<file path="src/rtl/adma_stream_pkg.sv">
package adma_stream_pkg;
    // Shared sizing for the stereo streaming writer.
    localparam int unsigned SRAM_AW = 20;
    localparam int unsigned PCM_W   = 16;

    // Transfer status pair kept by the control unit.
    typedef struct packed {
        logic busy;
        logic done;
    } xfer_stat_t;
endpackage

</file>
<file path="src/rtl/adma_credit.sv">
// Free-space counter for the input ring.
// Counts free words. The playback side adds credits, and each finished
// block debits one block's worth. The result floors at zero and
// saturates at FREE_MAX.
// Assumes credit_words fits FREE_W and that block_end is a one-cycle pulse.
module adma_credit #(
    parameter int unsigned FREE_W   = 12,
    parameter int unsigned FREE_MAX = 1024,
    parameter int unsigned DEBIT    = 512
) (
    input  logic              clk,
    input  logic              rst_n,
    input  logic              credit_en,
    input  logic [FREE_W-1:0] credit_words,
    input  logic              block_end,
    output logic [FREE_W-1:0] free_words,
    output logic              has_room
);
    localparam int unsigned SUM_W = FREE_W + 2;

    logic [SUM_W-1:0] sum_inc;
    logic [SUM_W-1:0] sum_dec;
    logic [SUM_W-1:0] free_nxt;

    // Combine credit and debit, then clamp to the range 0..FREE_MAX.
    always_comb begin
        sum_inc = {2'b00, free_words} + (credit_en ? {2'b00, credit_words} : '0);
        if (block_end) begin
            sum_dec = (sum_inc >= SUM_W'(DEBIT)) ? (sum_inc - SUM_W'(DEBIT)) : '0;
        end else begin
            sum_dec = sum_inc;
        end
        free_nxt = (sum_dec > SUM_W'(FREE_MAX)) ? SUM_W'(FREE_MAX) : sum_dec;
    end

    // Register the free-space count; an empty ring is all free after reset.
    always_ff @(posedge clk) begin
        if (!rst_n) begin
            free_words <= FREE_W'(FREE_MAX);
        end else begin
            free_words <= free_nxt[FREE_W-1:0];
        end
    end

    assign has_room = (free_words != '0);


    free_cap_chk: assert property (@(posedge clk) disable iff (!rst_n)
        free_words <= FREE_W'(FREE_MAX));


    free_hold_chk: assert property (@(posedge clk) disable iff (!rst_n)
        (!credit_en && !block_end) |=> $stable(free_words));
endmodule

</file>
<file path="src/rtl/adma_addr_gen.sv">
// Word counter and ring write pointer.
// Counts the words of the open block and forms the sound RAM address
// of the left or right half. The pointer advances by one half after
// each block.
// Assumes fire is asserted only while the control unit allows it.
module adma_addr_gen #(
    parameter int unsigned CORE_ID     = 0,
    parameter int unsigned HALF_WORDS  = 256,
    parameter int unsigned ADDR_W      = 20,
    parameter int unsigned RING_BASE   = 32'h2000,
    parameter int unsigned CORE_STRIDE = 32'h400
) (
    input  logic              clk,
    input  logic              rst_n,
    input  logic              fire,
    output logic              in_block,
    output logic              half_end,
    output logic              block_end,
    output logic [ADDR_W-1:0] cur_addr,
    output logic [ADDR_W-1:0] half_base
);
    localparam int unsigned IDX_W = $clog2(2 * HALF_WORDS);
    localparam int unsigned OFF_W = IDX_W - 1;
    localparam logic [ADDR_W-1:0] CORE_BASE = ADDR_W'(RING_BASE + CORE_ID * CORE_STRIDE);
    localparam logic [ADDR_W-1:0] RIGHT_OFS = ADDR_W'(2 * HALF_WORDS);

    logic [IDX_W-1:0] word_cnt;
    logic [IDX_W-1:0] wr_ptr;
    logic             half_sel;
    logic [OFF_W-1:0] offs;

    assign half_sel = word_cnt[IDX_W-1];
    assign offs     = word_cnt[OFF_W-1:0];

    // Address of the current half and of the word inside it.
    always_comb begin
        half_base = CORE_BASE + (half_sel ? RIGHT_OFS : '0) + ADDR_W'(wr_ptr);
        cur_addr  = half_base + ADDR_W'(offs);
    end

    assign in_block  = (word_cnt != '0);
    assign half_end  = fire && (&offs);
    assign block_end = half_end && half_sel;

    // Advance the word index on each handshake; it wraps at block size.
    always_ff @(posedge clk) begin
        if (!rst_n) begin
            word_cnt <= '0;
        end else if (fire) begin
            word_cnt <= word_cnt + IDX_W'(1);
        end
    end

    // Move the ring pointer by one half after every finished block.
    always_ff @(posedge clk) begin
        if (!rst_n) begin
            wr_ptr <= '0;
        end else if (block_end) begin
            wr_ptr <= wr_ptr + IDX_W'(HALF_WORDS);
        end
    end


    ptr_step_chk: assert property (@(posedge clk) disable iff (!rst_n)
        block_end |=> (wr_ptr != $past(wr_ptr)));


    cnt_hold_chk: assert property (@(posedge clk) disable iff (!rst_n)
        !fire |=> $stable(word_cnt));
endmodule

</file>
<file path="src/rtl/adma_irq_cmp.sv">
// Interrupt-address test for each half-region written.
// When a half finishes, every core's interrupt address is compared
// with the half's word range [start, start + HALF_WORDS). Hits come
// out as registered one-cycle pulses.
// Assumes half_base holds the start of the half that is finishing.
module adma_irq_cmp #(
    parameter int unsigned NUM_CORES  = 2,
    parameter int unsigned ADDR_W     = 20,
    parameter int unsigned HALF_WORDS = 256
) (
    input  logic                        clk,
    input  logic                        rst_n,
    input  logic                        half_end,
    input  logic [ADDR_W-1:0]           half_base,
    input  logic [NUM_CORES-1:0]        irq_en,
    input  logic [NUM_CORES*ADDR_W-1:0] irq_addr,
    output logic [NUM_CORES-1:0]        irq_hit,
    output logic                        irq_req
);
    logic [ADDR_W:0]        half_limit;
    logic [NUM_CORES-1:0]   hit_now;

    assign half_limit = {1'b0, half_base} + (ADDR_W + 1)'(HALF_WORDS);

    // One range comparator per core.
    for (genvar c = 0; c < NUM_CORES; c++) begin : g_core
        logic [ADDR_W-1:0] tap;
        assign tap        = irq_addr[c*ADDR_W +: ADDR_W];
        assign hit_now[c] = irq_en[c] && (tap >= half_base) && ({1'b0, tap} < half_limit);
    end

    // Register hits only on the cycle a half completes.
    always_ff @(posedge clk) begin
        if (!rst_n) begin
            irq_hit <= '0;
            irq_req <= 1'b0;
        end else begin
            irq_hit <= half_end ? hit_now : '0;
            irq_req <= half_end && (|hit_now);
        end
    end


    hit_after_half_chk: assert property (@(posedge clk) disable iff (!rst_n)
        (|irq_hit) |-> $past(half_end));


    hit_enabled_chk: assert property (@(posedge clk) disable iff (!rst_n)
        (|irq_hit) |-> ((irq_hit & ~$past(irq_en)) == '0));
endmodule

</file>
<file path="src/rtl/adma_ctrl.sv">
// Transfer control for the streaming writer.
// Accepts a start when auto mode is set for this core, tracks the bytes
// remaining and the progress, and keeps the busy/done status pair.
// It also decides whether the host may hand over a word.
// Assumes block_end is a pulse from the address generator.
module adma_ctrl
    import adma_stream_pkg::*;
#(
    parameter int unsigned NUM_CORES   = 2,
    parameter int unsigned CORE_ID     = 0,
    parameter int unsigned LEN_W       = 16,
    parameter int unsigned ADDR_W      = 20,
    parameter int unsigned BLOCK_BYTES = 1024,
    parameter int unsigned AUTO_AW     = 13,
    parameter int unsigned ALIGN_BITS  = 3
) (
    input  logic                 clk,
    input  logic                 rst_n,
    input  logic [NUM_CORES-1:0] auto_ctrl,
    input  logic                 xfer_start,
    input  logic [LEN_W-1:0]     xfer_bytes,
    input  logic [ADDR_W-1:0]    start_addr,
    input  logic                 in_block,
    input  logic                 has_room,
    input  logic                 block_end,
    output logic                 busy,
    output logic                 done,
    output logic [LEN_W-1:0]     progress,
    output logic [ADDR_W-1:0]    xfer_addr,
    output logic                 may_take
);
    localparam logic [NUM_CORES-1:0] CORE_MASK = NUM_CORES'(1) << CORE_ID;
    localparam logic [ADDR_W-1:0] ADDR_KEEP =
        ADDR_W'(((1 << AUTO_AW) - 1) & ~((1 << ALIGN_BITS) - 1));

    xfer_stat_t       stat;
    logic [LEN_W-1:0] remain;
    logic             auto_on;
    logic             accept;
    logic             enough;
    logic             finish;

    assign auto_on  = |(auto_ctrl & CORE_MASK);
    assign accept   = xfer_start && auto_on && !stat.busy;
    assign enough   = (remain >= LEN_W'(BLOCK_BYTES));
    assign finish   = stat.busy && !in_block && !enough;
    assign may_take = stat.busy && (in_block || (has_room && enough));
    assign busy     = stat.busy;
    assign done     = stat.done;

    // Status pair: set busy on accept, swap to done at completion.
    always_ff @(posedge clk) begin
        if (!rst_n) begin
            stat <= '{busy: 1'b0, done: 1'b0};
        end else if (accept) begin
            stat <= '{busy: 1'b1, done: 1'b0};
        end else if (finish) begin
            stat <= '{busy: 1'b0, done: 1'b1};
        end
    end

    // Byte accounting and latched start address.
    always_ff @(posedge clk) begin
        if (!rst_n) begin
            remain    <= '0;
            progress  <= '0;
            xfer_addr <= '0;
        end else if (accept) begin
            remain    <= xfer_bytes;
            progress  <= '0;
            xfer_addr <= start_addr & ADDR_KEEP;
        end else if (block_end) begin
            remain    <= remain - LEN_W'(BLOCK_BYTES);
            progress  <= progress + LEN_W'(BLOCK_BYTES);
        end
    end


    stat_excl_chk: assert property (@(posedge clk) disable iff (!rst_n)
        !(busy && done));


    take_needs_busy_chk: assert property (@(posedge clk) disable iff (!rst_n)
        may_take |-> busy);


    no_open_without_room_chk: assert property (@(posedge clk) disable iff (!rst_n)
        (!in_block && !has_room) |-> !may_take);


    start_ignored_chk: assert property (@(posedge clk) disable iff (!rst_n)
        (!busy && !(xfer_start && auto_on)) |=> !busy);
endmodule

</file>
<file path="src/rtl/adma_stereo_writer.sv">
// Auto-DMA stereo streaming writer, top level.
// Splits each 512-word host block into a left half and a right half,
// writes them into this core's input ring in sound RAM, tracks free
// space from playback credits, and tests interrupt addresses for
// each half written.
// Assumes a valid/ready host stream and a sound RAM write port that
// takes one word per cycle.
module adma_stereo_writer
    import adma_stream_pkg::*;
#(
    parameter int unsigned NUM_CORES   = 2,
    parameter int unsigned CORE_ID     = 0,
    parameter int unsigned ADDR_W      = SRAM_AW,
    parameter int unsigned DATA_W      = PCM_W,
    parameter int unsigned LEN_W       = 16,
    parameter int unsigned FREE_W      = 12,
    parameter int unsigned HALF_WORDS  = 256,
    parameter int unsigned FREE_MAX    = 1024,
    parameter int unsigned RING_BASE   = 32'h2000,
    parameter int unsigned CORE_STRIDE = 32'h400
) (
    input  logic                        clk,
    input  logic                        rst_n,
    input  logic [NUM_CORES-1:0]        auto_ctrl,
    input  logic                        xfer_start,
    input  logic [LEN_W-1:0]            xfer_bytes,
    input  logic [ADDR_W-1:0]           start_addr,
    input  logic                        s_valid,
    input  logic [DATA_W-1:0]           s_data,
    output logic                        s_ready,
    input  logic                        credit_en,
    input  logic [FREE_W-1:0]           credit_words,
    input  logic [NUM_CORES-1:0]        irq_en,
    input  logic [NUM_CORES*ADDR_W-1:0] irq_addr,
    output logic                        mem_we,
    output logic [ADDR_W-1:0]           mem_addr,
    output logic [DATA_W-1:0]           mem_wdata,
    output logic [NUM_CORES-1:0]        irq_hit,
    output logic                        irq_req,
    output logic                        busy,
    output logic                        done,
    output logic [LEN_W-1:0]            progress,
    output logic [ADDR_W-1:0]           xfer_addr,
    output logic [FREE_W-1:0]           free_words
);
    localparam int unsigned BLOCK_WORDS = 2 * HALF_WORDS;
    localparam int unsigned BLOCK_BYTES = 2 * BLOCK_WORDS;
    localparam logic [ADDR_W-1:0] CORE_BASE = ADDR_W'(RING_BASE + CORE_ID * CORE_STRIDE);
    localparam logic [ADDR_W-1:0] CORE_TOP  = CORE_BASE + ADDR_W'(2 * BLOCK_WORDS);

    logic              fire;
    logic              in_block;
    logic              half_end;
    logic              block_end;
    logic              has_room;
    logic              may_take;
    logic [ADDR_W-1:0] cur_addr;
    logic [ADDR_W-1:0] half_base;

    assign s_ready = may_take;
    assign fire    = s_valid && may_take;

    adma_ctrl #(
        .NUM_CORES  (NUM_CORES),
        .CORE_ID    (CORE_ID),
        .LEN_W      (LEN_W),
        .ADDR_W     (ADDR_W),
        .BLOCK_BYTES(BLOCK_BYTES)
    ) u_ctrl (
        .clk       (clk),
        .rst_n     (rst_n),
        .auto_ctrl (auto_ctrl),
        .xfer_start(xfer_start),
        .xfer_bytes(xfer_bytes),
        .start_addr(start_addr),
        .in_block  (in_block),
        .has_room  (has_room),
        .block_end (block_end),
        .busy      (busy),
        .done      (done),
        .progress  (progress),
        .xfer_addr (xfer_addr),
        .may_take  (may_take)
    );

    adma_addr_gen #(
        .CORE_ID    (CORE_ID),
        .HALF_WORDS (HALF_WORDS),
        .ADDR_W     (ADDR_W),
        .RING_BASE  (RING_BASE),
        .CORE_STRIDE(CORE_STRIDE)
    ) u_addr (
        .clk      (clk),
        .rst_n    (rst_n),
        .fire     (fire),
        .in_block (in_block),
        .half_end (half_end),
        .block_end(block_end),
        .cur_addr (cur_addr),
        .half_base(half_base)
    );

    adma_credit #(
        .FREE_W  (FREE_W),
        .FREE_MAX(FREE_MAX),
        .DEBIT   (BLOCK_WORDS)
    ) u_credit (
        .clk         (clk),
        .rst_n       (rst_n),
        .credit_en   (credit_en),
        .credit_words(credit_words),
        .block_end   (block_end),
        .free_words  (free_words),
        .has_room    (has_room)
    );

    adma_irq_cmp #(
        .NUM_CORES (NUM_CORES),
        .ADDR_W    (ADDR_W),
        .HALF_WORDS(HALF_WORDS)
    ) u_irq (
        .clk      (clk),
        .rst_n    (rst_n),
        .half_end (half_end),
        .half_base(half_base),
        .irq_en   (irq_en),
        .irq_addr (irq_addr),
        .irq_hit  (irq_hit),
        .irq_req  (irq_req)
    );

    // Register the sound RAM write one cycle after each handshake.
    always_ff @(posedge clk) begin
        if (!rst_n) begin
            mem_we    <= 1'b0;
            mem_addr  <= '0;
            mem_wdata <= '0;
        end else begin
            mem_we <= fire;
            if (fire) begin
                mem_addr  <= cur_addr;
                mem_wdata <= s_data;
            end
        end
    end


    write_follows_chk: assert property (@(posedge clk) disable iff (!rst_n)
        fire |=> mem_we);


    ring_window_chk: assert property (@(posedge clk) disable iff (!rst_n)
        mem_we |-> (mem_addr >= CORE_BASE && mem_addr < CORE_TOP));


    no_write_idle_chk: assert property (@(posedge clk) disable iff (!rst_n)
        !busy |=> !mem_we);
endmodule

</file>
<file path="config.mk">
export PLATFORM = sky130hd
export DESIGN_NAME = adma_stereo_writer
export DESIGN_NICKNAME = d
export VERILOG_FILES = /design/src/rtl/adma_stream_pkg.sv /design/src/rtl/adma_credit.sv /design/src/rtl/adma_addr_gen.sv /design/src/rtl/adma_irq_cmp.sv /design/src/rtl/adma_ctrl.sv /design/src/rtl/adma_stereo_writer.sv
export SDC_FILE = /design/constraint.sdc
export NUM_CORES = 1
export LEC_CHECK = 0
export ABC_AREA = 1
export BUFFER_PORTS_ARGS = -buffer_cell sky130_fd_sc_hd__buf_2
export CELL_PAD_IN_SITES_DETAIL_PLACEMENT = 1
export CELL_PAD_IN_SITES_GLOBAL_PLACEMENT = 2
export CORE_ASPECT_RATIO = 0.75
export CORE_UTILIZATION = 25
export CTS_CLUSTER_DIAMETER = 40
export DETAILED_ROUTE_END_ITERATION = 16
export GPL_ROUTABILITY_DRIVEN = 0
export PLACE_DENSITY_LB_ADDON = 0.1
export SYNTH_ARGS = -nofsm -noshare
export SYNTH_HDL_FRONTEND = slang
export SYNTH_SLANG_ARGS = --single-unit
</file>
<file path="constraint.sdc">
create_clock -name clk -period 2.47 [get_ports clk]
set_input_delay 0.1235 -clock clk [delete_from_list [all_inputs] [get_ports clk]]
set_output_delay 0.1235 -clock clk [all_outputs]
set_load 0.02 [all_outputs]
</file>
==> metrics <==
post-synthesis adder-cell area fraction 0.08110; Critical Path Source Type flop; H-tree depth 3; DRC errors left 0; Layout Area Growth over Synthesis 42.35%; clk_skew 6.799 ps; WP data required between 2000 and 3000 ps; pin count of the biggest net entering global routing 30; Fmax achieved 402.9 MHz; kind of critical path reg -> reg; minimum clock period about 2500 ps; Crit. End Element flop; # port buffers around 150; largest family of logic cells by synthesized area simple AND/OR/NAND/NOR gates; design area 0.006720 mm2; violated checks setup timing; area share of the largest cell type after synthesis 0.3689; dominant cell type by area after synthesis dfxtp_1; run status finished, violations left; Mean Syn Cell Area around 7.2 um2; post-synth cell types slightly above 40; CTS tree yes; iteration-0 DRC count of the detailed router roughly 170; Post-synth ARST share 0; Tot Pwr ~3600 uW; total of max-cap violations 0; gr usage total 0.1604; Area contributors post-synth dfxtp_1, nand2_1, ha_1, nor2_1, a21oi_1; clk root buf clkbuf_16; Post-Synth Simple-Gate Area 0.2627; Seq/Total Area, Yosys 0.3689; peak supply drop between 0.2 and 0.3 mV; Synth Area in Compound Gates 0.1384; Clock Latency Late Sink between 300 and 400 ps; Initial DRT Pass Iterations 4; ANT nets after route 0; Finish-stage setup viols 2; vias per cell about 4.3; RSZ-0062 raised after global routing yes; die height about 120 um; I/O pins around 200; Remaining Overflow, GRT 0; xor/xnor cell area share of the yosys netlist 0.02226; Vias about 4800; wirelength, routed roughly 16000 um; initial antenna violation count 1; Synth Flop Type dfxtp_1; share of cells above drive strength 1 0.3403; CP Max Fanout 6; Max Slew Vio Count 0; cells after synthesis roughly 660; row cnt 43; Worst EP arrival roughly 2800 ps; fillers 2333; register bit total from synthesis 87; vias in the first global route around 4800; Post-Syn Area 0.004721 mm2; post-synthesis mux area share 0; first-pass GRT wire length about 25000 um; Final #Nets between 1000 and 1500; clk slew on worst S/H paths around 70 ps; top-count cell post-synth nand2_1; initial core utilization 0.2551; clk sinks just under 90; WL/cell about 14 um; top post-synthesis cells by count nand2_1, dfxtp_1, nor2_1, inv_1, a21oi_1; Final WS setup -12.11 ps; Ys Warns 0; clk buf depth 2; EDFF count, synth 0; total core area roughly 0.019 mm2; placed cell areas roughly 0.0059 mm2; number of CTS-inserted buffers 9; Final Cycle Share 1.005; final hold vios 0; die width ~160 um; PwrDens 533.1 mW/mm2; DPL Wire Length 11900 um; Static Leak 0.003351 uW; die area around 0.019 mm2; Hold Path Class in -> reg
-- routing by layer --
layer | track usage | share of wire | vias up | wire length [um]
li1 | - | - | 2470 | -
met1 | 0.2335 | 0.52 | 2188 | 8022
met2 | 0.2343 | 0.42 | 127 | 6556
met3 | 0.03794 | 0.052 | 12 | 804
met4 | 0.03988 | 0.0086 | 0 | 134
met5 | 0 | 0 | - | 0
-- path summary, 6_finish.rpt --
path	slack [ps]	startpoint	cells past startpoint	to
hold / removal	10	start_addr[5]	3	u_ctrl.xfer_addr[5]
hold reg to reg	460	mem_addr[0]	2	mem_addr[0]
setup / recovery	-10	u_credit.free_words[0]	16	u_credit.free_words[5]
setup reg to reg	-10	u_credit.free_words[0]	16	u_credit.free_words[5]
-- through the flow --
step / utilization / cells / hold slack [ps] / TNS [ps] / worst slack, ps
floorplan: - / 688 / 258.4 / 0 / 93.86
global placement: 0.3196 / 1078 / 345.9 / -1575 / -163.3
detailed placement: 0.3196 / 1078 / 355.3 / -2327 / -258.3
CTS: 0.3475 / 1109 / 3.860 / 0 / 1.462
global route: 0.3630 / 1115 / 16.51 / -854.8 / -140.0
finish: 0.3631 / 1116 / 10.37 / -20.21 / -12.11
-- power by group --
part	leakage, uW	total (uW)	switching, uW	internal [uW]
sequential	0.000711	1490	34.1	1460
combinational	0.00249	633	379	253
clock	0.000145	1460	578	883
total	0.00335	3580	991	2590
-- cells in the final DEF, fill, tap and decap left out, drive strengths merged, types with 5 or more instances in the layout --
master and n:
buf 204, nand2 150, nor2 92, dfxtp 87
inv 75, a21oi 55, o21ai 46, conb 30
ha 29, nand3 19, xor2 10, clkbuf 10
nand4 9, dlygate4sd3 8, nor4 8, nor3 5
-- layout make-up --
class | instances | area (um2) | share of cell area
Tap cell | 247 | 309.0 | 0.04599
Clock inverter | 5 | 83.83 | 0.01247
Multi-Input combinational cell | 477 | 2789 | 0.4150
Antenna cell | 2 | 5.005 | 0.0007447
Sequential cell | 87 | 1755 | 0.2612
Clock buffer | 10 | 229.0 | 0.03407
Inverter | 76 | 285.3 | 0.04245
Timing Repair Buffer | 212 | 1264 | 0.1880
-- timing repair --
item / CTS / global route
resized for setup: 12 / 54
hold buffers: 8 / 0
setup buffers: 7 / 5
gates cloned: 1 / 0
hold endpoints to repair: 8 / 0
pin swaps: 11 / 22
setup endpoints to repair: 11 / 14
-- worst max-delay path: stages (launching register included) --
cell,delay (ps)
dfxtp_2,340
ha_4,160
fa_2,390
nand3_2,110
nand3_4,80
nand2_2,80
nand2_2,60
nand2_2,70
nand2_2,70
nor2_4,170
nand3_4,120
buf_6,140
o31ai_4,50
nand2_2,90
o21bai_4,210
nand2_4,130
nor2_2,130
-- registers in the layout (all words and copies together), names as in the netlist --
| signal | count |
|---|---|
| mem_addr | 11 |
| u_addr.wr_ptr | 1 |
| mem_wdata | 16 |
| u_credit.free_words | 12 |
| u_addr.word_cnt | 9 |
| u_ctrl.progress | 6 |
| u_irq.irq_req | 1 |
| u_ctrl.remain | 16 |
| mem_we | 1 |
| u_ctrl.xfer_addr | 10 |
| u_ctrl.done | 1 |
| u_ctrl.busy | 1 |
| u_irq.irq_hit | 2 |
-- kinds of logic (layout without fill, tap and decap cells) --
logic type | Yosys count | after routing
AND/OR/NAND/NOR | 286 | 287
adder cells (fa/ha/maj) | 30 | 30
other | 1 | 32
AO/OA/AOI/OAI | 118 | 118
buffers and inverters | 125 | 303
flip-flops | 87 | 87
XOR/XNOR | 12 | 12
Power figures use the tool's default switching activity.
